===== src/rtl/ptag_pkg.sv =====
package ptag_pkg;
  // Outcome of the check for the request present this cycle
  typedef enum logic [1:0] {
    VD_IDLE  = 2'd0,
    VD_PASS  = 2'd1,
    VD_HOLD  = 2'd2,
    VD_BLOCK = 2'd3
  } verdict_e;
endpackage


===== src/rtl/ptag_addr_split.sv =====
module ptag_addr_split #(
  parameter int ADDR_W = 64,
  parameter int VER_W  = 4,
  parameter int OFS_W  = 6,
  parameter int IDX_W  = 4
) (
  input  logic [ADDR_W-1:0] ptr,
  output logic [VER_W-1:0]  ver,
  output logic [ADDR_W-1:0] masked,
  output logic [IDX_W-1:0]  idx
);
  localparam int PLAIN_W = ADDR_W - VER_W;

  // version lives in the top bits; the rest is the real byte address
  assign ver    = ptr[ADDR_W-1 -: VER_W];
  assign masked = {{VER_W{1'b0}}, ptr[PLAIN_W-1:0]};
  // line index sits just above the byte offset
  assign idx    = masked[OFS_W +: IDX_W];
endmodule


===== src/rtl/ptag_store.sv =====
module ptag_store #(
  parameter int VER_W     = 4,
  parameter int NUM_LINES = 16,
  parameter int IDX_W     = $clog2(NUM_LINES)
) (
  input  logic             clk,
  input  logic             rst_n,
  input  logic             wr_en,
  input  logic [IDX_W-1:0] wr_idx,
  input  logic [VER_W-1:0] wr_ver,
  input  logic [IDX_W-1:0] rd_idx,
  output logic [VER_W-1:0] rd_ver
);
  logic [VER_W-1:0] ver_q [NUM_LINES];

  always_ff @(posedge clk) begin
    if (!rst_n) begin
      for (int i = 0; i < NUM_LINES; i++) ver_q[i] <= '0;
    end else if (wr_en) begin
      ver_q[wr_idx] <= wr_ver;
    end
  end

  assign rd_ver = ver_q[rd_idx];

  AST_TAG_UPDATE: assert property (@(posedge clk) disable iff (!rst_n)
    wr_en |=> (ver_q[$past(wr_idx)] == $past(wr_ver)));
endmodule


===== src/rtl/ptag_judge.sv =====
module ptag_judge
  import ptag_pkg::*;
#(
  parameter int ADDR_W = 64,
  parameter int VER_W  = 4
) (
  input  logic              clk,
  input  logic              rst_n,
  input  logic              chk_en,
  input  logic              req_valid,
  input  logic              mem_ready,
  input  logic              hazard,
  input  logic [VER_W-1:0]  ptr_ver,
  input  logic [VER_W-1:0]  line_ver,
  input  logic [ADDR_W-1:0] masked,
  output verdict_e          verdict,
  output logic              fwd_valid,
  output logic              acc_ready,
  output logic              fault_valid,
  output logic [ADDR_W-1:0] fault_addr,
  output logic [VER_W-1:0]  fault_ptr_ver,
  output logic [VER_W-1:0]  fault_line_ver
);
  logic mismatch;
  assign mismatch = (ptr_ver != line_ver);

  always_comb begin
    if (!req_valid)                 verdict = VD_IDLE;
    else if (!chk_en)               verdict = VD_PASS;
    else if (hazard)                verdict = VD_HOLD;
    else if (mismatch)              verdict = VD_BLOCK;
    else                            verdict = VD_PASS;
  end

  assign fwd_valid = (verdict == VD_PASS);
  assign acc_ready = (verdict == VD_PASS) ? mem_ready : (verdict == VD_BLOCK);

  always_ff @(posedge clk) begin
    if (!rst_n) begin
      fault_valid    <= 1'b0;
      fault_addr     <= '0;
      fault_ptr_ver  <= '0;
      fault_line_ver <= '0;
    end else begin
      fault_valid <= (verdict == VD_BLOCK);
      if (verdict == VD_BLOCK) begin
        fault_addr     <= masked;
        fault_ptr_ver  <= ptr_ver;
        fault_line_ver <= line_ver;
      end
    end
  end

  AST_FAULT_HAS_CAUSE: assert property (@(posedge clk) disable iff (!rst_n)
    fault_valid |-> $past(req_valid && acc_ready && !fwd_valid));
  AST_FAULT_VERS_DIFFER: assert property (@(posedge clk) disable iff (!rst_n)
    fault_valid |-> (fault_ptr_ver != fault_line_ver));
  AST_BYPASS_NO_FAULT: assert property (@(posedge clk) disable iff (!rst_n)
    (!chk_en) |=> !fault_valid);
  AST_HOLD_NOT_TAKEN: assert property (@(posedge clk) disable iff (!rst_n)
    (req_valid && chk_en && hazard) |-> (!acc_ready && !fwd_valid));
endmodule


===== src/rtl/ptag_guard.sv =====
module ptag_guard
  import ptag_pkg::*;
#(
  parameter int ADDR_W     = 64,
  parameter int VER_W      = 4,
  parameter int DATA_W     = 32,
  parameter int LINE_BYTES = 64,
  parameter int NUM_LINES  = 16
) (
  input  logic              clk,
  input  logic              rst_n,
  input  logic              chk_en,
  input  logic              req_valid,
  output logic              req_ready,
  input  logic [ADDR_W-1:0] req_ptr,
  input  logic              req_write,
  input  logic [DATA_W-1:0] req_wdata,
  output logic              mem_valid,
  input  logic              mem_ready,
  output logic [ADDR_W-1:0] mem_addr,
  output logic              mem_write,
  output logic [DATA_W-1:0] mem_wdata,
  input  logic              tagw_valid,
  input  logic [ADDR_W-1:0] tagw_addr,
  input  logic [VER_W-1:0]  tagw_ver,
  output logic              fault_valid,
  output logic [ADDR_W-1:0] fault_addr,
  output logic [VER_W-1:0]  fault_ptr_ver,
  output logic [VER_W-1:0]  fault_line_ver
);
  localparam int OFS_W = $clog2(LINE_BYTES);
  localparam int IDX_W = $clog2(NUM_LINES);

  logic [VER_W-1:0]  req_ver, tw_ver_unused, line_ver;
  logic [ADDR_W-1:0] req_masked, tw_masked_unused;
  logic [IDX_W-1:0]  req_idx, tw_idx;
  logic              hazard;
  verdict_e          verdict;

  ptag_addr_split #(.ADDR_W(ADDR_W), .VER_W(VER_W), .OFS_W(OFS_W), .IDX_W(IDX_W)) u_req_split (
    .ptr(req_ptr), .ver(req_ver), .masked(req_masked), .idx(req_idx));

  ptag_addr_split #(.ADDR_W(ADDR_W), .VER_W(VER_W), .OFS_W(OFS_W), .IDX_W(IDX_W)) u_tw_split (
    .ptr(tagw_addr), .ver(tw_ver_unused), .masked(tw_masked_unused), .idx(tw_idx));

  ptag_store #(.VER_W(VER_W), .NUM_LINES(NUM_LINES), .IDX_W(IDX_W)) u_store (
    .clk(clk), .rst_n(rst_n), .wr_en(tagw_valid), .wr_idx(tw_idx), .wr_ver(tagw_ver),
    .rd_idx(req_idx), .rd_ver(line_ver));

  // same-line tag write wins; the request waits one cycle
  assign hazard = tagw_valid && (tw_idx == req_idx);

  ptag_judge #(.ADDR_W(ADDR_W), .VER_W(VER_W)) u_judge (
    .clk(clk), .rst_n(rst_n), .chk_en(chk_en), .req_valid(req_valid),
    .mem_ready(mem_ready), .hazard(hazard), .ptr_ver(req_ver), .line_ver(line_ver),
    .masked(req_masked), .verdict(verdict), .fwd_valid(mem_valid), .acc_ready(req_ready),
    .fault_valid(fault_valid), .fault_addr(fault_addr),
    .fault_ptr_ver(fault_ptr_ver), .fault_line_ver(fault_line_ver));

  assign mem_addr  = req_masked;
  assign mem_write = req_write;
  assign mem_wdata = req_wdata;

  AST_MASKED_OUT: assert property (@(posedge clk) disable iff (!rst_n)
    mem_valid |-> (mem_addr[ADDR_W-1 -: VER_W] == '0));
  AST_READY_FOLLOWS: assert property (@(posedge clk) disable iff (!rst_n)
    mem_valid |-> (req_ready == mem_ready));
  AST_FWD_ONLY_WITH_REQ: assert property (@(posedge clk) disable iff (!rst_n)
    mem_valid |-> req_valid);
  AST_NO_FAULT_AFTER_FWD: assert property (@(posedge clk) disable iff (!rst_n)
    mem_valid |=> !fault_valid);
endmodule


===== config.mk =====
export PLATFORM = sky130hd
export DESIGN_NAME = ptag_guard
export DESIGN_NICKNAME = d
export VERILOG_FILES = /design/src/rtl/ptag_pkg.sv /design/src/rtl/ptag_addr_split.sv /design/src/rtl/ptag_store.sv /design/src/rtl/ptag_judge.sv /design/src/rtl/ptag_guard.sv
export SDC_FILE = /design/constraint.sdc
export NUM_CORES = 1
export LEC_CHECK = 0
export CAP_MARGIN = 20
export CORE_MARGIN = 1
export CORE_UTILIZATION = 40
export DETAILED_ROUTE_END_ITERATION = 8
export PLACE_DENSITY = 0.8
export SLEW_MARGIN = 20
export SYNTH_ARGS = -nofsm -noshare
export SYNTH_HDL_FRONTEND = slang
export SYNTH_SLANG_ARGS = --single-unit

===== constraint.sdc =====
create_clock -name clk -period 2.9 [get_ports clk]
set_input_delay 0.435 -clock clk [delete_from_list [all_inputs] [get_ports clk]]
set_output_delay 0.435 -clock clk [all_outputs]
set_load 0.01 [all_outputs]

## After elaboration in Yosys (flattened, before gate mapping)

Memory sizes are Yosys's and may differ from the RTL's.
Index checks and enable logic that the tools add are counted.

- Word-level logic and storage cells: 23
- Bits in writable memories: 64
- Memories kept: 1
- Output and inout port bits: 172
- Register bits after elaboration: 69
- Input port bits: 171

- Eq/ne operators: 4
- Reductions and logical operators: 2
- Multiplexer cells: 12

Memories:

| name | words | bits a word | rd ports | clocked after Yosys merged registers in | wr ports | line | text |
|---|---|---|---|---|---|---|---|
| u_store.ver_q | 16 | 4 | 1 | 0 | 16 | ptag_store.sv:14 | `logic [VER_W-1:0] ver_q [NUM_LINES];` |

Operators with widths:

| cell | count |
|---|---|
| 2-bit two-way mux | 4 |
| 4-bit two-way mux | 2 |
| 1-bit two-way mux | 6 |
| 4-bit == test | 1 |
| 4-bit != test | 1 |
| 4-bit OR reduction | 1 |
| 2-bit by 1-bit == test with 1-bit output, second input constant | 1 |
| 2-bit == test, second input constant | 1 |
| 1-bit logical AND | 1 |

## Logic depth before layout (Yosys ltp)

An unclocked memory read counts as a cell.

- Word-level depth: 8
- Depth in mapped cells: 12
- Depth with buffers taken out: 7

## Modules after synthesis

From an unflattened synthesis, not the netlist that was laid out.

- Cell total of the unflattened synthesis: 734
- Area total of the unflattened synthesis: 7312.0 um^2

Modules (own cells, without submodules):

| module | cells each | area an instance (um^2) | sequential area each (um^2) | times used |
|---|---|---|---|---|
| ptag_store | 212 | 3101.7 | 1921.8 | 1 |
| ptag_judge | 334 | 2808.9 | 1461.4 | 1 |
| ptag_addr_split | 73 | 544.3 | 0.0 | 2 |
| ptag_guard | 42 | 312.8 | 0.0 | 1 |

## Least setup slack after synthesis

No wires, ideal clock.

- Path kind: input port to flip-flop
- From: input req_ptr[8]
- To: register u_judge.fault_valid
- Slack: 0.310 ns
- Data required time: 2.785 ns
- Arrival time: 2.475 ns
- Library setup time: 0.115 ns
- Stages on the path: 12
- Path buffers: 5
- Path through: buf_4 buf_12 mux2i_1 mux4_2 mux2i_1 xnor2_1 nand4_1 and4b_1 buf_6 buf_12 buf_12 and2_1

- Word-level cells in the longest chain between the ends: 7
- Elaborated cells between the ends (all ways): 9
- Classes of those cells: eq/ne (3); mux (4); reduce/logical (1); memory (1)

Ends and longest elaborated chain:

| item | line | text |
|---|---|---|
| start, declared | ptag_guard.sv:15 | `input logic [ADDR_W-1:0] req_ptr,` |
| memory 16 x 4 bit | n/a |  |
| 4-bit != test | ptag_judge.sv:25 | `assign mismatch = (ptr_ver != line_ver);` |
| 2-bit two-way mux | ptag_judge.sv:31 | `else if (mismatch) verdict = VD_BLOCK;` |
| 2-bit two-way mux * | ptag_judge.sv:30 | `else if (hazard) verdict = VD_HOLD;` |
| 2-bit two-way mux * | ptag_judge.sv:29 | `else if (!chk_en) verdict = VD_PASS;` |
| 2-bit two-way mux * | ptag_judge.sv:28 | `if (!req_valid) verdict = VD_IDLE;` |
| 2-bit == test * | ptag_judge.sv:45 | `fault_valid <= (verdict == VD_BLOCK);` |
| end signal, assigned | ptag_judge.sv:45 |  |
| end, declared | ptag_judge.sv:19 | `output logic fault_valid,` |

Mark *: on every way between the ends. The rest lies on a longest branch, timed or not.
A chain may end at the register's enable or synchronous reset.

## Final worst setup path

- From: memory u_store.ver_q[7][3]
- To: output mem_valid

- Word-level cells in the longest chain between the ends: 7

Ends and longest elaborated chain:

| item | line | text |
|---|---|---|
| start, declared | ptag_store.sv:14 |  |
| memory 16 x 4 bit | n/a |  |
| 4-bit != test | ptag_judge.sv:25 |  |
| 2-bit two-way mux | ptag_judge.sv:31 |  |
| 2-bit two-way mux | ptag_judge.sv:30 |  |
| 2-bit two-way mux | ptag_judge.sv:29 |  |
| 2-bit two-way mux | ptag_judge.sv:28 |  |
| 2-bit by 1-bit == test with 1-bit output | ptag_judge.sv:35 | `assign fwd_valid = (verdict == VD_PASS);` |
| end, declared | ptag_guard.sv:18 | `output logic mem_valid,` |

Every way passes these cells.

==> flow_metrics.py <==
metrics = {
    "outcome": {
        "outcome": "finished, violations left",
        "violations": "negative setup slack",
    },
    "power_and_ir_drop": {
        "vdd_drop_max_uv": 392,
        "p_per_area_nw_per_um2": 561,
        "p_leak_nw": 3.46,
    },
    "final_layout": {
        "drive_gt1_share_pct": 11.5,
        "fin_util_pct": 55.3,
        "area_delta_synth_final_pct": 35.5,
        "diodes": 0,
        "final_cell_mix": "clkdlybuf4s50_1, nand2_1, mux2i_1",
        "mostFrequentLayoutCell": "clkdlybuf4s50_1",
        "finalNetCount": 933,
    },
    "grt": {
        "busiest_layer": "met2",
        "met1_usage_pct": 21.8,
        "gr-usage-met2_pct": 31.7,
        "grt_max_degree": 133,
        "grtUsageMet3_pct": 5.77,
        "antenna_found_initial": 0,
        "grt_overflow_total": 0,
        "grt_pass1_wl_um": 24600,
        "grt_usage_pct": 18.6,
        "grt_pass1_vias": 4415,
    },
    "setup_path": {
        "cp_max_fo": 2,
        "endpoint_kind": "output pin",
        "crit_buf_inv": 2,
        "start_kind": "register",
        "slowest_delay_ps": 490,
        "required_ps": 2470,
        "cp_slowest_cell": "mux4_2",
        "path_delay_family": "multiplexers",
        "cp.arrival_ps": 2600,
        "path_cells": "mux4_2 > mux2i_2 > mux2i_2 > xnor2_1 > nand4_1 > buf_4 > o21ai_2 > and2_1 > buf_2",
        "crit_type": "reg2out",
        "crit_path_frequent_cell": "mux2i_2",
    },
    "placement": {
        "io_buffers": 208,
        "dp_slack_ps": -810,
        "dp_hpwl_um": 11400,
        "place_congestion": 0.826,
    },
    "timing": {
        "worstMarginPinSlew_ps": 710,
        "setup-violations-final": 2,
        "setup_slack_ps": -136,
        "hold_viol_final": 0,
        "post-route-min-period_ps": 3040,
        "slew_headroom_pct": 52.2,
        "rsz0062_at_grt": "true",
        "finalMaxSlewViolations": 0,
        "fmax_ghz": 0.329,
        "fin_crit_sh_pct": 105,
        "finalClockSkew_ps": 16.6,
    },
    "drt": {
        "vias": 4671,
        "wirelength_um": 15800,
        "vias_per_cell": 4.69,
        "dr.pass1.iters": 4,
        "first_iter_violations": 233,
        "drc_errors": 0,
        "final_antenna_net_count": 0,
        "routedWlPerCell_um": 15.9,
    },
    "cts": {
        "cts.path.max_buffers": 2,
        "cts-hold-fix-buffers": 0,
        "cts_tree": "yes",
        "numCtsBuffers": 17,
        "clock_latency_ps": 420,
        "root_buffer": "clkbuf_16",
        "cts_max_level": 4,
        "clock-sinks": 133,
        "clkTransAtPathRegs_ps": 60,
    },
    "yosys": {
        "async_reset_ff_share_pct": 0,
        "ys.flop_type": "dfxtp_1",
        "yosys-top-cells-area": "edfxtp_1, dfxtp_1, mux2i_1",
        "ys_seq_area_share_pct": 49.0,
        "syn_area_um2": 6740,
        "synth_seq_cells": 133,
        "synth_cells": 635,
        "ys_types": 26,
        "yosysTopAreaCellShare_pct": 28.5,
        "synth_edf_count": 64,
        "syn_area_per_cell_um2": 10.6,
        "yosysWarnings": 0,
        "synth_top_cell_by_area": "edfxtp_1",
    },
    "die": {
        "die_y_um": 132,
        "start_util_pct": 40.8,
        "io_pins": 343,
        "core-area_um2": 16500,
        "die_width_um": 132,
        "die-area_um2": 17400,
        "rows": 47,
    },
    "worst_hold_path": {
        "min_path_type": "in2reg",
    },
    "run": {
        "maxCapViolCount": 0,
    },
}
timing repair:
item | in CTS | in global routing
resized for setup | 20 | 7
setup buffers | 10 | 0
setup endpoints to repair | 24 | 2
pin swaps | 7 | 5
gates cloned | 1 | 0
sequential cells by signal, indices dropped and copies added, names as in the netlist:
signal / count
u_store.ver_q: 64
u_judge.fault_line_ver: 4
u_judge.fault_ptr_ver: 4
u_judge.fault_valid: 1
u_judge.fault_addr: 60
power breakdown:
group          internal, mW  total [mW]  switching [mW]
registers              2.08        2.14          0.0550
clock network          1.36        2.18           0.819
logic                 0.457       0.808           0.352
worst paths after layout:
| kind | startpoint | slack [ps] | end | depth (start not counted) |
|---|---|---|---|---|
| worst max-delay path | u_store.ver_q[7][3]$_SDFFCE_PN0P_ | -140 | mem_valid | 9 |
| worst min-delay path | rst_n | 410 | u_judge.fault_addr[35]$_SDFFE_PN0N_ | 3 |
| worst max register to register | u_store.ver_q[7][3]$_SDFFCE_PN0P_ | 330 | u_judge.fault_line_ver[1]$_SDFFE_PN0N_ | 9 |
| worst min register to register | u_judge.fault_addr[27]$_SDFFE_PN0N_ | 450 | u_judge.fault_addr[27]$_SDFFE_PN0N_ | 2 |
per-stage QoR:
step | hold WS, ps | power (mW) | std cells | setup TNS, ps | area, um^2
final | 407 | 5.13 | 995 | -235 | 9140
after floorplan | 479 | 2.63 | 642 | 0 | 6770
after global routing | 423 | 5.32 | 995 | -347 | 9140
after global placement | 441 | 2.94 | 952 | -17620 | 8370
after detailed placement | 447 | 2.96 | 952 | -22490 | 8370
after CTS | 408 | 5.17 | 995 | -352 | 9130
cell usage after synthesis, types with 5 or more instances:
| master | n |
|---|---|
| nand2_1 | 142 |
| xnor2_1 | 5 |
| mux2i_1 | 88 |
| mux4_2 | 13 |
| clkbuf_1 | 24 |
| o21ai_0 | 13 |
| dfxtp_1 | 69 |
| and2_1 | 66 |
| nor2_1 | 14 |
| buf_4 | 107 |
| edfxtp_1 | 64 |
| nand2b_1 | 6 |
logic make-up (layout without fill, tap and decap cells):
group / Yosys count / count (layout) / share of synthesized area [%]
other cells: 1 / 8 / 0.0556
simple gates: 238 / 238 / 16.3
flops: 133 / 133 / 49.0
compound gates: 14 / 14 / 1.04
buf+inv: 139 / 272 / 14.8
mux: 102 / 102 / 17.7
xor+xnor: 8 / 8 / 1.04
metal layers:
| layer | share of wire [%] | wire [um] | vias to the layer above |
|---|---|---|---|
| li1 | - | - | 2274 |
| met1 | 41 | 6490 | 2181 |
| met2 | 50 | 7860 | 194 |
| met3 | 7.2 | 1140 | 22 |
| met4 | 1.8 | 288 | 0 |
| met5 | 0 | 0 | - |
worst reg2reg max path, delay by kind of cell, from the launching register on:
family / cells / cell delay, ps
buf+inv: 2 / 390
mux: 4 / 1020
flops: 1 / 410
xor+xnor: 1 / 170
simple gates: 2 / 490
final cells by class:
type / instances / area, um^2
fill: 1404 / 7390
sequential: 133 / 3300
multi-input combinational: 370 / 2490
timing repair buffer: 240 / 2450
clock buffer: 21 / 514
tap: 220 / 275
clock inverter: 11 / 109
Note: power is estimated with default switching activity, not from simulation.
